### src/rtl/pin_fmt_pkg.sv
package pin_fmt_pkg;

   typedef enum logic [2:0] {
      FMT_NR    = 3'd0,
      FMT_RET1  = 3'd1,
      FMT_RET0  = 3'd2,
      FMT_RETZ  = 3'd3,
      FMT_RETC  = 3'd4,
      FMT_SURR  = 3'd5,
      FMT_RSV6  = 3'd6,
      FMT_RSV7  = 3'd7
   } fmt_e;

   typedef struct packed {
      logic oe;
      logic lvl;
   } drive_t;

   localparam drive_t DRIVE_OFF = '{oe: 1'b0, lvl: 1'b0};

endpackage

### src/rtl/pin_fmt_phase_sel.sv
module pin_fmt_phase_sel #(
   parameter int TICK_W  = 8,
   parameter int PHASE_N = 4,
   localparam int SEL_W  = $clog2(PHASE_N)
) (
   input  logic [PHASE_N*TICK_W-1:0] times_i,
   input  logic [SEL_W-1:0]          sel_i,
   output logic [TICK_W-1:0]         time_o
);

   logic [TICK_W-1:0] slot [PHASE_N];

   for (genvar g = 0; g < PHASE_N; g++) begin : g_slot
      assign slot[g] = times_i[g*TICK_W +: TICK_W];
   end

   // an index past PHASE_N yields the largest time, which never fires
   always_comb begin
      time_o = '1;
      for (int k = 0; k < PHASE_N; k++) begin
         if (sel_i == SEL_W'(k)) time_o = slot[k];
      end
   end

endmodule

### src/rtl/pin_fmt_edge_timer.sv
module pin_fmt_edge_timer #(
   parameter int TICK_W = 8,
   parameter int EDGE_N = 2
) (
   input  logic                     clk,
   input  logic                     rst_n,
   input  logic                     start_i,
   input  logic [TICK_W-1:0]        len_i,
   input  logic [EDGE_N*TICK_W-1:0] edge_t_i,
   output logic [TICK_W-1:0]        tick_o,
   output logic [EDGE_N-1:0]        passed_o
);

   localparam logic [TICK_W-1:0] TICK_MAX = '1;

   always_ff @(posedge clk) begin
      if (!rst_n)                tick_o <= '0;
      else if (start_i)          tick_o <= '0;
      else if (tick_o != TICK_MAX) tick_o <= tick_o + 1'b1;
   end

   for (genvar g = 0; g < EDGE_N; g++) begin : g_edge
      logic [TICK_W-1:0] t_at;
      logic              live;
      assign t_at        = edge_t_i[g*TICK_W +: TICK_W];
      assign live        = (t_at < len_i);
      assign passed_o[g] = live && (tick_o >= t_at);
   end

endmodule

### src/rtl/pin_fmt_shaper.sv
module pin_fmt_shaper
   import pin_fmt_pkg::*;
#(
   parameter bit RSV_AS_NR = 1'b1
) (
   input  fmt_e   fmt_i,
   input  logic   data_i,
   input  logic   asserted_i,
   input  logic   window_i,
   input  logic   hold_i,
   output drive_t drv_o
);

   always_comb begin
      drv_o = '{oe: 1'b1, lvl: 1'b0};
      unique case (fmt_i)
         FMT_NR:   drv_o.lvl = asserted_i ? data_i : hold_i;
         FMT_RET1: drv_o.lvl = window_i ? data_i : 1'b1;
         FMT_RET0: drv_o.lvl = window_i ? data_i : 1'b0;
         FMT_RETZ: begin
            drv_o.oe  = window_i;
            drv_o.lvl = window_i & data_i;
         end
         FMT_RETC, FMT_SURR: drv_o.lvl = window_i ? data_i : ~data_i;
         FMT_RSV6, FMT_RSV7: begin
            if (RSV_AS_NR) drv_o.lvl = asserted_i ? data_i : hold_i;
            else           drv_o     = DRIVE_OFF;
         end
         default: drv_o = DRIVE_OFF;
      endcase
   end

endmodule

### src/rtl/pin_wave_fmt.sv
module pin_wave_fmt
   import pin_fmt_pkg::*;
#(
   parameter int TICK_W    = 8,
   parameter int PHASE_N   = 4,
   parameter bit RSV_AS_NR = 1'b1
) (
   input  logic                      clk,
   input  logic                      rst_n,
   input  logic                      cyc_start,
   input  logic [TICK_W-1:0]         cyc_len,
   input  logic [PHASE_N*TICK_W-1:0] phase_times,
   input  logic                      cyc_data,
   input  logic                      cyc_out_en,
   input  logic [2:0]                cyc_fmt,
   input  logic [$clog2(PHASE_N)-1:0] cyc_asel,
   input  logic [$clog2(PHASE_N)-1:0] cyc_rsel,
   input  logic                      static_en,
   input  logic [1:0]                static_sel,
   output logic                      pin_lvl,
   output logic                      pin_oe
);

   localparam int SEL_W = $clog2(PHASE_N);
   localparam int EDGE_N = 2;

   if (PHASE_N < 2) begin : g_bad_phase_n
      $error("pin_wave_fmt: PHASE_N must be at least 2");
   end
   if (TICK_W < 2) begin : g_bad_tick_w
      $error("pin_wave_fmt: TICK_W must be at least 2");
   end

   logic [TICK_W-1:0] ta_sel, tr_sel;
   logic [TICK_W-1:0] ta_q, tr_q, len_q;
   logic              data_q, dir_q, hold_q;
   fmt_e              fmt_q;
   logic [TICK_W-1:0] tick;
   logic [EDGE_N-1:0] passed;
   logic              asserted, window;
   drive_t            shaped;

   pin_fmt_phase_sel #(.TICK_W(TICK_W), .PHASE_N(PHASE_N)) u_sel_a (
      .times_i(phase_times), .sel_i(cyc_asel), .time_o(ta_sel));

   pin_fmt_phase_sel #(.TICK_W(TICK_W), .PHASE_N(PHASE_N)) u_sel_r (
      .times_i(phase_times), .sel_i(cyc_rsel), .time_o(tr_sel));

   always_ff @(posedge clk) begin
      if (!rst_n) begin
         ta_q   <= '0;
         tr_q   <= '0;
         len_q  <= '0;
         data_q <= 1'b0;
         dir_q  <= 1'b0;
         fmt_q  <= FMT_NR;
      end else if (cyc_start) begin
         ta_q   <= ta_sel;
         tr_q   <= tr_sel;
         len_q  <= cyc_len;
         data_q <= cyc_data;
         dir_q  <= cyc_out_en;
         fmt_q  <= fmt_e'(cyc_fmt);
      end
   end

   pin_fmt_edge_timer #(.TICK_W(TICK_W), .EDGE_N(EDGE_N)) u_timer (
      .clk      (clk),
      .rst_n    (rst_n),
      .start_i  (cyc_start),
      .len_i    (len_q),
      .edge_t_i ({tr_q, ta_q}),
      .tick_o   (tick),
      .passed_o (passed));

   assign asserted = passed[0];
   assign window   = passed[0] & ~passed[1];

   // value carried into the next non-return cycle
   always_ff @(posedge clk) begin
      if (!rst_n)                           hold_q <= 1'b0;
      else if (!static_en && dir_q && asserted) hold_q <= data_q;
   end

   pin_fmt_shaper #(.RSV_AS_NR(RSV_AS_NR)) u_shape (
      .fmt_i      (fmt_q),
      .data_i     (data_q),
      .asserted_i (asserted),
      .window_i   (window),
      .hold_i     (hold_q),
      .drv_o      (shaped));

   always_ff @(posedge clk) begin
      if (!rst_n) begin
         pin_oe  <= 1'b0;
         pin_lvl <= 1'b0;
      end else if (static_en) begin
         pin_oe  <= ~static_sel[1];
         pin_lvl <= ~static_sel[1] & static_sel[0];
      end else if (!dir_q) begin
         pin_oe  <= 1'b0;
         pin_lvl <= 1'b0;
      end else begin
         pin_oe  <= shaped.oe;
         pin_lvl <= shaped.oe & shaped.lvl;
      end
   end

endmodule

### config.mk
export PLATFORM = sky130hd
export DESIGN_NAME = pin_wave_fmt
export DESIGN_NICKNAME = d
export VERILOG_FILES = /design/src/rtl/pin_fmt_pkg.sv /design/src/rtl/pin_fmt_phase_sel.sv /design/src/rtl/pin_fmt_edge_timer.sv /design/src/rtl/pin_fmt_shaper.sv /design/src/rtl/pin_wave_fmt.sv
export SDC_FILE = /design/constraint.sdc
export NUM_CORES = 1
export LEC_CHECK = 0
export CAP_MARGIN = 30
export CORE_ASPECT_RATIO = 0.5
export CORE_UTILIZATION = 25
export CTS_BUF_LIST = sky130_fd_sc_hd__clkbuf_8
export DETAILED_ROUTE_END_ITERATION = 6
export SLEW_MARGIN = 20
export SYNTH_ARGS = -nofsm -noshare
export SYNTH_HDL_FRONTEND = slang
export SYNTH_SLANG_ARGS = --single-unit
### constraint.sdc
create_clock -name clk -period 3 [get_ports clk]
set_input_delay 0.6 -clock clk [delete_from_list [all_inputs] [get_ports clk]]
set_output_delay 0.6 -clock clk [all_outputs]
set_load 0.005 [all_outputs]
Word-level counts from Yosys, hierarchy flattened. Index checks and enable logic that the tools add are counted.

Register bits: 40. Input bits: 55. Output and inout port bits: 2. Word-level logic and storage cells: 66.

Add/sub/neg operators: 1. Order comparisons: 4. Equality and inequality tests: 14. Mux-type cells: 18. Bitwise operators: 8. Reductions and logical operators: 11.

Operators by type and width (number): $mux 8 (8); $ge 8x8->1 (2); $lt 8x8->1 (2); $eq 3x3->1 const B (4); $mux 1 (9); $add 8x1->8 const B (1); $eq 2x2->1 const B (4); $ne 8x8->1 const B (1); $eq 3x2->1 const B (2); $pmux 1 s5 (1); $and 1x1->1 (4); $eq 2x1->1 const B (2); $logic_and 1x1->1 (4); $logic_not 2->1 (2); $not 1->1 (4); $reduce_or 2->1 (2); $eq 3x1->1 const B (1); $logic_not 3->1 (1); $reduce_or 3->1 (1); $logic_not 1->1 (1).

Longest topological paths before layout.
Depth in word-level cells: 9. Depth in mapped cells: 9. Mapped depth without buffers: 9.

By module. From an unflattened synthesis, not the netlist that was laid out.

Cell total of the unflattened synthesis: 274. Area, all modules: 2811.4 µm².

Modules (own cells, without submodules): pin_wave_fmt (times used 1, cells an instance 107, area an instance 1238.7 µm², sequential area each 640.6 µm²); pin_fmt_edge_timer (times used 1, cells an instance 134, area an instance 1077.3 µm², sequential area each 160.2 µm²); pin_fmt_phase_sel (times used 2, cells an instance 10, area an instance 196.4 µm², sequential area each 0.0 µm²); pin_fmt_shaper (times used 1, cells an instance 13, area an instance 102.6 µm², sequential area each 0.0 µm²).

Least setup slack after synthesis. OpenSTA, ideal clock, no wires.

Kind: reg-to-reg. Start point: reg u_timer.tick_o[0]. End point: reg pin_lvl. Setup time: 86 ps. Data arrival time: 2098 ps. Data required time: 2914 ps. Setup slack: 816 ps. Stages on the path, launching flop included: 10. Buffers on the path: 0. Clock period less this slack: 2184 ps. Cells stage by stage: dfxtp_1 -> inv_1 -> ha_1 -> nand2b_1 -> a21o_1 -> a211o_1 -> a22o_1 -> a2111oi_1 -> nor3_1 -> a211oi_1.

Word-level cells in the longest chain between the ends: 9. Elaborated cells between the ends (all ways): 16. Those cells by class: order compare (2); mux (8); bitwise (4); reduce/logical (2).

RTL lines: start, declared (RTL line pin_fmt_edge_timer.sv:10) `output logic [TICK_W-1:0] tick_o,`; start signal, assigned (RTL line pin_fmt_edge_timer.sv:19) `else if (tick_o != TICK_MAX) tick_o <= tick_o + 1'b1;`; $ge 8x8->1 (RTL line pin_fmt_edge_timer.sv:27) `assign passed_o[g] = live && (tick_o >= t_at);`; $logic_and 1x1->1 (RTL line pin_fmt_edge_timer.sv:27); $not 1->1 (RTL line pin_wave_fmt.sv:77) `assign window = passed[0] & ~passed[1];`; $and 1x1->1 (RTL line pin_wave_fmt.sv:77); $mux 1, or another cell as far along (RTL line pin_fmt_shaper.sv:24) `FMT_RETC, FMT_SURR: drv_o.lvl = window_i ? data_i : ~data_i;`; $pmux 1 s5 (RTL line pin_fmt_shaper.sv:16) `unique case (fmt_i)`; $and 1x1->1 (*) (RTL line pin_wave_fmt.sv:105) `pin_lvl <= shaped.oe & shaped.lvl;`; $mux 1 (*) (RTL line pin_wave_fmt.sv:100) `end else if (!dir_q) begin`; $mux 1 (*) (RTL line pin_wave_fmt.sv:97) `end else if (static_en) begin`; end signal, assigned (RTL line pin_wave_fmt.sv:99) `pin_lvl <= ~static_sel[1] & static_sel[0];`; end signal, assigned (RTL line pin_wave_fmt.sv:105); end, declared (RTL line pin_wave_fmt.sv:20) `output logic pin_lvl,`.

Every way passes the cells marked *; elsewhere a longest branch is shown, timed or not. A chain may end at the register's enable or synchronous reset.

Worst setup path in the final report.
Start point: reg u_timer.tick_o[2]. End point: reg pin_lvl.

Same word-level chain as after synthesis.

==> results.cfg <==
[power_and_ir_drop]
vdd_drop_max_mv = 0.179
p_switching_w = 0.000359
p_int_w = 0.00104
seq_power_share = 0.419
power.total_w = 0.00140
sw_frac_of_total = 0.256
p_leak_nw = 1.43
p_per_area_nw_per_um2 = 402
pwr-share-clk = 0.347
pwr-share-comb = 0.233

[placement]
io_buffers = 56
dp_slack_ns = 0.612
hpwl_um = 4830
place_inst = 469
gp_congestion = 0.768
postPlaceCellArea_um2 = 3360

[timing]
tns_ns = 0
relSlewSlack = 0.554
finalMaxSlewViolations = 0
tightest_slew_ns = 0.668
max_freq_ghz = 0.407
finalHoldViolations = 0
rsz0062_at_grt = false
fin_crit_ns = 2.46
fin_skew_ns = 0.00403
setup_violations = 0
period_share = 0.818
layout_setup_ws_ns = 0.545

[floorplanning]
initial_core_util = 0.259
ios = 57
fp.coreArea_um2 = 10200
die_h_um = 74.9
rows = 26
fp.dieW_um = 148
die-area_um2 = 11100

[global_routing]
grt_pass1_wl_um = 10100
grt_start_max_net_pins = 24
grtUsageTotal = 0.118
antenna_found_initial = 0
grt_pass1_vias = 2092
grt_overflow = 0

[cts]
cts.sinks = 40
h-tree-depth = 2
cts_buffers = 5
post_cts_buffers = 0
cts.root.buffer_cell = clkbuf_8
cts_tree = yes
cts_buffer_depth = 2
clk_pin_slew_ns = 0.08
cts_resized = 0
clk_latency_ns = 0.30
ctsHoldBuffers = 0

[critical_path]
worst-path-max-fanout = 7
critPathLaunchType = register
crit_required_ns = 3.21
startpoint = u_timer.tick_o[2]
end_kind = register
r2r_start = u_timer.tick_o[2]
crit_arrival_ns = 2.67
path_class = register to register

[synth]
syn-num-nets = 367
syn-instance-count = 281
seq_area_frac_synth = 0.302
syn_area_per_cell_um2 = 9.44
synth-seq-cells = 40
ys_top_cells_by_area = dfxtp_1 30%, ha_1 15%, mux4_2 14%
synth_top_cell_by_area = dfxtp_1
synth_top_area_frac = 0.302
syn_area_um2 = 2650
yosys_warnings = 0
ys_types = 37

[detailed_routing]
dr.first_iter.drc_count = 87
num_vias = 2163
routedWlPerCell_um = 12.6
ant_nets = 0
wl_um = 6030
firstDrtPassIters = 4
routed_via_density = 4.53
drc = 0

[job]
maxCapViolations = 0

[layout]
diodes = 0
area_delta_synth_final_pct = 31.5
final_cell_area_um2 = 3490
fin_cells = 477
final_net_count = 422
post_route_cells_drive_above_1_share = 0.0861

[outcome]
outcome = complete, no violations

[hold_path]
hold_class = register to register
hp-start = dir_q
==> registers in the layout, indices dropped and copies added, names as in the netlist <==
name            flops
fmt_q               3
u_timer.tick_o      8
tr_q                8
len_q               8
data_q              1
dir_q               1
ta_q                8
pin_oe              1
pin_lvl             1
hold_q              1
==> cell usage after synthesis <==
master / instances
nor2_1: 48
dfxtp_1: 40
ha_1: 31
mux2i_1: 30
inv_1: 26
mux4_2: 16
nand2_1: 11
a21oi_1: 9
clkbuf_1: 8
nand3_1: 8
nor3_1: 7
o21ai_0: 7
nor2b_1: 4
nand2b_1: 3
nor3b_1: 3
a2111oi_0: 2
a211oi_1: 2
a21o_1: 2
buf_1: 2
nand4_1: 2
nor4_1: 2
xnor2_1: 2
xor2_1: 2
a2111oi_1: 1
a2111oi_2: 1
a211o_1: 1
a22o_1: 1
a22oi_1: 1
a32oi_1: 1
and2_1: 1
and3_1: 1
buf_2: 1
o21a_1: 1
o221a_1: 1
o221ai_1: 1
o311ai_1: 1
or3_1: 1
==> path summary, 6_finish.rpt <==
check,to,slack (ns),cells past startpoint
hold / removal,dir_q,0.49,2
setup reg to reg,pin_lvl,0.54,9
setup / recovery,pin_lvl,0.54,9
hold reg to reg,dir_q,0.49,2
==> per-stage QoR <==
stage	util	hold WS, ns
after floorplan	-	0.452
after global placement	0.328	0.471
after detailed placement	0.328	0.478
after CTS	0.341	0.498
after global routing	0.341	0.541
final	0.341	0.494
==> cell type report <==
class	instances	area, µm²
Clock inverter	1	30.0
Fill cell	1066	6760
Sequential cell	40	801
Clock buffer	7	96.3
Timing Repair Buffer	59	578
Inverter	26	97.6
Tap cell	140	175
Multi-Input combinational cell	204	1710
==> layer usage <==
| layer | track usage | share of wire |
|---|---|---|
| met3 | 0.0236 | 0.029 |
| met5 | 0 | 0 |
| met1 | 0.166 | 0.55 |
| met4 | 0.0309 | 0.011 |
| met2 | 0.185 | 0.41 |
==> power by group through the flow <==
stage / logic, W / clock network [W] / registers [W]
2_1_floorplan: 0.000206 / 0 / 0.000589
3_3_place_gp: 0.000323 / 0 / 0.000600
3_5_place_dp: 0.000327 / 0 / 0.000599
4_1_cts: 0.000330 / 0.000496 / 0.000587
5_1_grt: 0.000369 / 0.000517 / 0.000592
6_report: 0.000327 / 0.000487 / 0.000588
==> cell families after synthesis <==
| family | count (synthesis) | share of synthesized area |
|---|---|---|
| compound gates | 32 | 0.0839 |
| xor+xnor | 4 | 0.0132 |
| fa+ha+maj | 31 | 0.146 |
| buf+inv | 37 | 0.0528 |
| flops | 40 | 0.302 |
| mux | 46 | 0.249 |
| simple gates | 91 | 0.153 |
==> cell usage in the layout (no fill, tap or decap), types with 4 or more instances in the layout <==
cell type         n
a21oi_1           9
clkdlybuf4s50_1  55
nor2b_1           4
mux4_2           16
o21ai_0           7
ha_1             31
inv_1            26
nor2_1           48
nand2_1          11
nor3_1            7
clkbuf_8          7
dfxtp_1          40
nand3_1           8
mux2i_1          30
==> critical path, cell delays in order (launching register included) <==
cell and delay (ns):
dfxtp_1 0.47, ha_1 0.30, a211oi_1 0.24, o21ai_0 0.15
a21oi_1 0.17, a2111oi_0 0.09, buf_4 0.16, a2111oi_0 0.48
nor3_1 0.09, a211oi_1 0.23
Note: power is estimated with default switching activity, not from simulation.
